$ cat config.mk
export PLATFORM = sky130hd
export DESIGN_NAME = bootmap_decoder
export DESIGN_NICKNAME = d
export VERILOG_FILES = /design/src/rtl/bootmap_pkg.sv /design/src/rtl/bootmap_unmap_latch.sv /design/src/rtl/bootmap_region_decode.sv /design/src/rtl/bootmap_rdata_mux.sv /design/src/rtl/bootmap_decoder.sv
export SDC_FILE = /design/constraint.sdc
export NUM_CORES = 1
export LEC_CHECK = 0
export CORE_ASPECT_RATIO = 1.4
export CORE_UTILIZATION = 24
export CTS_CLUSTER_SIZE = 8
export DETAILED_ROUTE_END_ITERATION = 6
export PLACE_DENSITY = 0.78
export SYNTH_ARGS = -nofsm -noshare
export SYNTH_HDL_FRONTEND = slang
export SYNTH_SLANG_ARGS = --single-unit
$ cat constraint.sdc
create_clock -name clk -period 2.11 [get_ports clk]
set_input_delay 0.422 -clock clk [delete_from_list [all_inputs] [get_ports clk]]
set_output_delay 0.422 -clock clk [all_outputs]
set_load 0.1 [all_outputs]
$ cat src/rtl/bootmap_pkg.sv
package bootmap_pkg;
  typedef enum logic [1:0] {
    RG_BOOT  = 2'd0,
    RG_CART  = 2'd1,
    RG_WRAM  = 2'd2,
    RG_OTHER = 2'd3
  } region_e;
endpackage

$ cat src/rtl/bootmap_unmap_latch.sv
module bootmap_unmap_latch #(
  parameter int ADDR_W = 16,
  parameter int DATA_W = 8,
  parameter logic [ADDR_W-1:0] CTRL_ADDR = 16'hFF50,
  parameter logic [DATA_W-1:0] CTRL_VAL  = 8'h01
) (
  input  logic              clk,
  input  logic              rst_n,
  input  logic              wr,
  input  logic [ADDR_W-1:0] addr,
  input  logic [DATA_W-1:0] wdata,
  output logic              unmapped
);
  logic hit;
  assign hit = wr && (addr == CTRL_ADDR) && (wdata == CTRL_VAL);

  always_ff @(posedge clk) begin
    if (!rst_n)   unmapped <= 1'b0;
    else if (hit) unmapped <= 1'b1;
  end

  // the qualifying write takes effect next cycle
  a_r3_unmap_sets: assert property (@(posedge clk) disable iff (!rst_n)
    (wr && addr == CTRL_ADDR && wdata == CTRL_VAL) |=> unmapped);
  // once off, stays off
  a_r4_sticky: assert property (@(posedge clk) disable iff (!rst_n)
    unmapped |=> unmapped);
  // non-qualifying cycles do not remove the overlay
  a_r4_no_spurious: assert property (@(posedge clk) disable iff (!rst_n)
    (!unmapped && !(wr && addr == CTRL_ADDR && wdata == CTRL_VAL)) |=> !unmapped);
endmodule

$ cat src/rtl/bootmap_region_decode.sv
module bootmap_region_decode
  import bootmap_pkg::*;
#(
  parameter int ADDR_W  = 16,
  parameter int BOOT_AW = 8,
  parameter logic [ADDR_W-1:0] VRAM_BASE = 16'h8000,
  parameter logic [ADDR_W-1:0] XRAM_BASE = 16'hA000,
  parameter logic [ADDR_W-1:0] WRAM_BASE = 16'hC000,
  parameter logic [ADDR_W-1:0] ECHO_END  = 16'hFE00
) (
  input  logic [ADDR_W-1:0] addr,
  input  logic              overlay_on,
  output region_e           region
);
  localparam logic [ADDR_W-1:0] BOOT_END = ADDR_W'(1) << BOOT_AW;

  always_comb begin
    if (overlay_on && addr < BOOT_END) region = RG_BOOT;
    else if (addr < VRAM_BASE)         region = RG_CART;
    else if (addr < XRAM_BASE)         region = RG_OTHER;
    else if (addr < WRAM_BASE)         region = RG_CART;
    else if (addr < ECHO_END)          region = RG_WRAM;
    else                               region = RG_OTHER;
  end
endmodule

$ cat src/rtl/bootmap_rdata_mux.sv
module bootmap_rdata_mux
  import bootmap_pkg::*;
#(
  parameter int DATA_W = 8,
  parameter logic [DATA_W-1:0] IDLE_VAL = '1
) (
  input  logic              clk,
  input  logic              rst_n,
  input  logic              rd,
  input  region_e           region,
  input  logic [DATA_W-1:0] boot_rdata,
  input  logic [DATA_W-1:0] cart_rdata,
  input  logic [DATA_W-1:0] wram_rdata,
  input  logic [DATA_W-1:0] other_rdata,
  output logic [DATA_W-1:0] rdata
);
  logic    rd_q;
  region_e src_q;

  always_ff @(posedge clk) begin
    if (!rst_n) begin
      rd_q  <= 1'b0;
      src_q <= RG_OTHER;
    end else begin
      rd_q  <= rd;
      src_q <= region;
    end
  end

  always_comb begin
    if (!rd_q) rdata = IDLE_VAL;
    else begin
      unique case (src_q)
        RG_BOOT: rdata = boot_rdata;
        RG_CART: rdata = cart_rdata;
        RG_WRAM: rdata = wram_rdata;
        default: rdata = other_rdata;
      endcase
    end
  end

  // data returns from the region read one clock earlier
  a_r10_wram_return: assert property (@(posedge clk) disable iff (!rst_n)
    (rd && region == RG_WRAM) |=> (rdata == wram_rdata));
  a_r10_boot_return: assert property (@(posedge clk) disable iff (!rst_n)
    (rd && region == RG_BOOT) |=> (rdata == boot_rdata));
  a_r10_idle_value: assert property (@(posedge clk) disable iff (!rst_n)
    !rd |=> (rdata == IDLE_VAL));
endmodule

$ cat src/rtl/bootmap_decoder.sv
module bootmap_decoder
  import bootmap_pkg::*;
#(
  parameter int ADDR_W  = 16,
  parameter int DATA_W  = 8,
  parameter int BOOT_AW = 8,
  parameter int WRAM_AW = 13,
  parameter logic [ADDR_W-1:0] VRAM_BASE = 16'h8000,
  parameter logic [ADDR_W-1:0] XRAM_BASE = 16'hA000,
  parameter logic [ADDR_W-1:0] WRAM_BASE = 16'hC000,
  parameter logic [ADDR_W-1:0] ECHO_END  = 16'hFE00,
  parameter logic [ADDR_W-1:0] CTRL_ADDR = 16'hFF50,
  parameter logic [DATA_W-1:0] CTRL_VAL  = 8'h01
) (
  input  logic               clk,
  input  logic               rst_n,
  input  logic [ADDR_W-1:0]  cpu_addr,
  input  logic               cpu_rd,
  input  logic               cpu_wr,
  input  logic [DATA_W-1:0]  cpu_wdata,
  output logic [DATA_W-1:0]  cpu_rdata,
  output logic               boot_cs,
  output logic [BOOT_AW-1:0] boot_addr,
  input  logic [DATA_W-1:0]  boot_rdata,
  output logic               cart_cs,
  output logic               cart_we,
  input  logic [DATA_W-1:0]  cart_rdata,
  output logic               wram_cs,
  output logic               wram_we,
  output logic [WRAM_AW-1:0] wram_addr,
  input  logic [DATA_W-1:0]  wram_rdata,
  output logic               other_cs,
  output logic               other_we,
  input  logic [DATA_W-1:0]  other_rdata
);
  logic    unmapped;
  logic    access;
  region_e region;

  assign access = cpu_rd || cpu_wr;

  bootmap_unmap_latch #(
    .ADDR_W(ADDR_W), .DATA_W(DATA_W),
    .CTRL_ADDR(CTRL_ADDR), .CTRL_VAL(CTRL_VAL)
  ) u_latch (
    .clk(clk), .rst_n(rst_n), .wr(cpu_wr), .addr(cpu_addr),
    .wdata(cpu_wdata), .unmapped(unmapped)
  );

  bootmap_region_decode #(
    .ADDR_W(ADDR_W), .BOOT_AW(BOOT_AW), .VRAM_BASE(VRAM_BASE),
    .XRAM_BASE(XRAM_BASE), .WRAM_BASE(WRAM_BASE), .ECHO_END(ECHO_END)
  ) u_decode (
    .addr(cpu_addr), .overlay_on(!unmapped), .region(region)
  );

  // The start-up ROM is read-only: writes there are dropped entirely.
  assign boot_cs   = cpu_rd && (region == RG_BOOT);
  assign cart_cs   = access && (region == RG_CART);
  assign wram_cs   = access && (region == RG_WRAM);
  assign other_cs  = access && (region == RG_OTHER);
  assign cart_we   = cpu_wr && (region == RG_CART);
  assign wram_we   = cpu_wr && (region == RG_WRAM);
  assign other_we  = cpu_wr && (region == RG_OTHER);
  assign boot_addr = cpu_addr[BOOT_AW-1:0];
  assign wram_addr = cpu_addr[WRAM_AW-1:0];

  bootmap_rdata_mux #(.DATA_W(DATA_W)) u_mux (
    .clk(clk), .rst_n(rst_n), .rd(cpu_rd), .region(region),
    .boot_rdata(boot_rdata), .cart_rdata(cart_rdata),
    .wram_rdata(wram_rdata), .other_rdata(other_rdata),
    .rdata(cpu_rdata)
  );

  // never more than one device selected
  a_r2_single_select: assert property (@(posedge clk) disable iff (!rst_n)
    $onehot0({boot_cs, cart_cs, wram_cs, other_cs}));
  // a write never reaches the ROM select
  a_r5_no_rom_write: assert property (@(posedge clk) disable iff (!rst_n)
    (cpu_wr && !cpu_rd) |-> !boot_cs);
  // program entry point is always cartridge
  a_r6_entry_cart: assert property (@(posedge clk) disable iff (!rst_n)
    (access && cpu_addr == 16'h0100) |-> cart_cs);
  // work RAM only inside its window and echo
  a_r7_wram_window: assert property (@(posedge clk) disable iff (!rst_n)
    wram_cs |-> (cpu_addr >= WRAM_BASE && cpu_addr < ECHO_END));
  // no select without a strobe, no write enable without a write
  a_r9_idle_quiet: assert property (@(posedge clk) disable iff (!rst_n)
    !access |-> !(boot_cs || cart_cs || wram_cs || other_cs));
  a_r9_we_needs_wr: assert property (@(posedge clk) disable iff (!rst_n)
    (cart_we || wram_we || other_we) |-> cpu_wr);
endmodule

### Word-level counts from Yosys, hierarchy flattened

Index checks and enable logic that the tools add are counted.

* $add $sub $neg: 0
* multiply operators: 0
* div/mod/pow operators: 0
* order comparisons: 5
* equal/unequal tests: 7
* shift operators: 0
* mux-type cells: 7
* bitwise gates (word level): 0
* reductions and logical operators: 14

Operators by type and width (number)
* 16-bit less-than comparator, second input constant: 4
* 8-bit case mux with 3 select lines: 1
* 16-bit == test, second input constant: 1
* 16-bit by 9-bit less-than comparator with 1-bit output, second input constant: 1
* 1-bit logical AND: 10
* 8-bit by 1-bit == test with 1-bit output, second input constant: 1
* 2-bit 2-to-1 mux: 4
* 8-bit 2-to-1 mux: 1
* 2-bit == test, second input constant: 3
* 2-bit by 1-bit == test with 1-bit output, second input constant: 2
* 2-bit logical NOT: 2
* 1-bit logical NOT: 1
* 1-bit logical OR: 1
* 1-bit 2-to-1 mux: 1

* bits in registers: 4
* bits in latches: 0
* bits in writable memories: 0
* memory bits (read-only): 0
* input port bits: 60
* output and inout bits: 36
* word-level logic and storage cells: 36
* memories: 0

### Longest topological paths before layout

* depth in word-level cells: 8
* mapped depth: 3
* depth with buffers taken out: 3

### By module

Synthesis repeated with hierarchy kept, for this count alone.

* cells, all modules: 77
* area, all modules: 704.4 µm²

Modules (own cells, without submodules)
* bootmap_rdata_mux: times used 1, cells an instance 24, area each 324.1 µm², seq. area each 60.1 µm²
* bootmap_decoder: times used 1, cells an instance 33, area each 212.7 µm², seq. area each 0.0 µm²
* bootmap_unmap_latch: times used 1, cells an instance 12, area each 107.6 µm², seq. area each 20.0 µm²
* bootmap_region_decode: times used 1, cells an instance 8, area each 60.1 µm², seq. area each 0.0 µm²

### Worst setup path before layout

Ideal clock, no wire load.

* path type: input -> output
* from: input cpu_addr[10]
* to: output other_cs
* arrival: 2971 ps
* data required time: 1688 ps
* setup slack: -1283 ps
* stages: 3
* path buffers: 0
* cells stage by stage: and3_2 -> a41oi_1 -> nor3b_1

* longest elaborated chain between the ends: 8
* elaborated cells between the ends (all ways): 13
* those cells by class: 5 x order compare; 1 x eq/ne; 5 x mux; 2 x reduce/logical

RTL lines
* start: declaration: RTL line bootmap_decoder.sv:17 `input logic [ADDR_W-1:0] cpu_addr,`
* 16-bit less-than comparator: RTL line bootmap_region_decode.sv:22 `else if (addr < ECHO_END) region = RG_WRAM;`
* 1-bit 2-to-1 mux: RTL line bootmap_region_decode.sv:22
* 2-bit 2-to-1 mux: RTL line bootmap_region_decode.sv:21 `else if (addr < WRAM_BASE) region = RG_CART;`
* 2-bit 2-to-1 mux: RTL line bootmap_region_decode.sv:20 `else if (addr < XRAM_BASE) region = RG_OTHER;`
* 2-bit 2-to-1 mux: RTL line bootmap_region_decode.sv:19 `else if (addr < VRAM_BASE) region = RG_CART;`
* 2-bit 2-to-1 mux *: RTL line bootmap_region_decode.sv:18 `if (overlay_on && addr < BOOT_END) region = RG_BOOT;`
* 2-bit == test *: RTL line bootmap_decoder.sv:61 `assign other_cs = access && (region == RG_OTHER);`
* 1-bit logical AND *: RTL line bootmap_decoder.sv:61
* end: declaration: RTL line bootmap_decoder.sv:32 `output logic other_cs,`

Every way passes the cells marked *; elsewhere a longest branch is shown, timed or not.

### Worst setup path after layout

* from: input cpu_addr[11]
* to: output cart_cs

* longest elaborated chain between the ends: 8
* elaborated cells between the ends (all ways): 13
* those cells by class: 5 x order compare; 1 x eq/ne; 5 x mux; 2 x reduce/logical

RTL lines
* 16-bit less-than comparator: RTL line bootmap_region_decode.sv:22
* 1-bit 2-to-1 mux: RTL line bootmap_region_decode.sv:22
* 2-bit 2-to-1 mux: RTL line bootmap_region_decode.sv:21
* 2-bit 2-to-1 mux: RTL line bootmap_region_decode.sv:20
* 2-bit 2-to-1 mux: RTL line bootmap_region_decode.sv:19
* 2-bit 2-to-1 mux *: RTL line bootmap_region_decode.sv:18
* 2-bit by 1-bit == test with 1-bit output *: RTL line bootmap_decoder.sv:59 `assign cart_cs = access && (region == RG_CART);`
* 1-bit logical AND *: RTL line bootmap_decoder.sv:59
* end: declaration: RTL line bootmap_decoder.sv:25 `output logic cart_cs,`

Marks and branches as above.

==> flow_summary.toml <==
[floorplan]
die_area_sq_um = 3100
placement_rows = 22
io_pins = 96
die-width_um = 47.3
start_util_pct = 25.9
chipHeight_um = 65.5
core_sq_um = 2670

[sta]
skew_ns = 0.00139
post-route-min-period_ns = 2.10
clock.fmax_mhz = 477
final_hold_viol_count = 0
setup_viol = 0
fin_crit_sh_pct = 99.4
tns_ns = 0
tightest_slew_ns = 0.782
relSlewSlack_pct = 47.8
rsz0062_at_grt = "true"
drv_slew = 0

[clocking]
cts-hold-fix-buffers = 0
clk_pin_slew_ns = 0.04
clkLatencyLatePin_ns = 0.23
cts_htree_levels = 1
cts_tree = "built"
cts_root_buffer = "clkbuf_4"
clk_path_buf_depth = 2
numCtsBuffers = 3
cts.sinks = 4

[worst_hold_path]
hp-class = "flop to flop"
hold_start = "u_latch.unmapped"
min_to = "u_latch.unmapped"
holdPathStages = 2

[power]
p_per_area_nw_per_um2 = 382
switching_share_pct = 47.4
ir_drop_mv = 0.256
clockPowerShare_pct = 11.4
power_frac_comb_pct = 78.4
p_total_uw = 852
pwr-share-seq_pct = 10.2
internal-power_uw = 448
p_switching_uw = 403
p_leak_uw = 0.000979

[synth]
seq_area_frac_synth_pct = 11.6
synth_cell_types = 28
ys_ff_latch = 4
syn_nets = 134
synth_area_sq_um = 691
yosys.area.top_type_share_pct = 26.1
ys_warn_count = 0
synthCells = 74
synthTopCellsByArea = "mux4_2, buf_4, dfxtp_1"
syn_avg_cell_area_sq_um = 9.33
synth_top_area_cell = "mux4_2"

[status]
status = "finished clean"

[global_route]
antenna_found_initial = 0
track_usage_pct = 22.9
grt_overflow = 0
grt_pass1_vias = 1057
grt_pass1_wl_um = 4980
grt_max_degree = 9

[critical_path]
worst-path-buf-inv = 3
crit_start = "cpu_addr[11]"
cp_max_fo = 3
timing.rr.end = "u_mux.src_q[0]"
critical_path.top_delay_family = "simple AND/OR/NAND/NOR gates"
cp_cell_sequence = "buf_6 > or4_4 > nor4_4 > buf_4 > nor3_4 > buf_12"
slowest_stage = "or4_4"
start_kind = "input port"
crit_arrival_ns = 1.68
endpoint_kind = "output port"
r2r-start = "u_latch.unmapped"
crit_type = "input port to output port"
cp.required_ns = 1.69
critPathMaxStageDelay_ns = 0.53
reg2reg_depth = 11
r2r_slack_ns = 0.21

[place]
io_buffers = 95
dp_cells = 201
place.gp.congestion = 0.806
dpl.hpwl_um = 2840

[cells_and_area]
fillCellCount = 148
diodes = 0
finalNonFillerCells = 212
synthToLayoutAreaGrowth_pct = 223
final_nets = 238
drive_above_1_share_pct = 56.8
post-route-util_pct = 83.5

[drt]
drt-initial-drc-count = 18
routed_wl_um = 3820
routed-via-count = 1005
wl_per_cell_um = 18.0
vias_per_cell = 4.74
drc_errors = 0
drt-pass1-iter-count = 4
antenna_left = 0

[run]
maxCapViolCount = 0
## layout by cell type, fill, tap and decap left out, types with 3 or more instances in the layout
master,synthesis,routed
clkdlybuf4s50_1,0,50
buf_12,0,36
buf_4,21,26
mux4_2,8,8
nand2b_4,0,8
dfxtp_1,4,4
nand2_1,3,3
clkbuf_4,0,3
buf_6,0,3
## power groups by stage
| stage | clock network, uW | registers (uW) | logic (uW) |
|---|---|---|---|
| finish | 96.8 | 86.9 | 668 |
| CTS | 100 | 83.4 | 648 |
| floorplan | 0 | 82.1 | 357 |
| global route | 106 | 87.7 | 686 |
| global placement | 0 | 83.6 | 636 |
| detailed placement | 0 | 84.0 | 645 |
## through the flow
step,worst slack (ns),instance area (sq um),hold WS [ns]
global placement,-0.395,2060,0.441
CTS,0.00873,2160,0.459
global route,-0.0299,2230,0.506
finish,0.0121,2230,0.475
detailed placement,-0.439,2060,0.438
floorplan,-0.328,731,0.412
## layer usage
metal	wire length, um	global-route usage, %
met3	487	6.04
met2	2090	45.0
met5	0	0
met4	80	9.29
met1	1160	19.5
## sequential cells by signal, indices dropped and copies added, names as in the netlist
| name | count |
|---|---|
| u_mux.rd_q | 1 |
| u_latch.unmapped | 1 |
| u_mux.src_q | 2 |
## how the worst max path moves through the flow
stage | cells past startpoint | endpoint | slack, ns
after global routing | 6 | cart_cs | -0.03
final | 6 | cart_cs | 0.01
after global placement | 6 | cart_cs | -0.40
after CTS | 4 | cpu_rdata[1] | 0.009
after detailed placement | 6 | cart_cs | -0.44
after floorplan | 3 | other_cs | -0.33
## synth_stat cells
cell type and number:
nor4b_1 1, o21ai_1 1, or3_1 1, a21boi_0 1, nor3b_1 2, a41oi_1 1, nor4_1 1, inv_1 1
or4_1 1, a31oi_1 1, nand3_1 1, and3b_1 1, nor2_1 3, dfxtp_1 4, and2_1 3, nor3_1 1
o41ai_1 1, or4_4 1, mux4_2 8, nand2_1 3, nor4_4 1, buf_2 2, and4b_1 1, nor2b_1 1
nand4_1 1, nand2b_1 9, and3_2 1, buf_4 21
## area by class of cell
cell class / instances / area, sq um / share of cell area (%)
Inverter: 1 / 3.75 / 0.168
Timing Repair Buffer: 122 / 1510 / 67.9
Clock buffer: 3 / 22.5 / 1.01
Tap cell: 36 / 45.0 / 2.02
Multi-Input combinational cell: 46 / 564 / 25.3
Sequential cell: 4 / 80.1 / 3.59
## worst register-to-register path: stages (launching register included)
cell	delay, ns
dfxtp_1	0.31
or3_4	0.38
nor4_4	0.26
buf_4	0.15
buf_4	0.09
buf_4	0.10
buf_4	0.09
buf_4	0.08
buf_4	0.09
buf_4	0.09
buf_4	0.10
o21ai_2	0.05
## repair_timing
item / in CTS / in global routing
setup endpoints to repair: 8 / 12
cloned: 0 / 0
setup buffers: 9 / 0
resized for setup: 25 / 14
pin swaps: 5 / 0
## cells by family after synthesis
logic type	Yosys count	share of synthesized area, %
mux	8	26.1
buf+inv	24	24.8
compound gates	5	5.25
flops	4	11.6
simple gates	33	32.2
(Power assumes the default switching activity.)
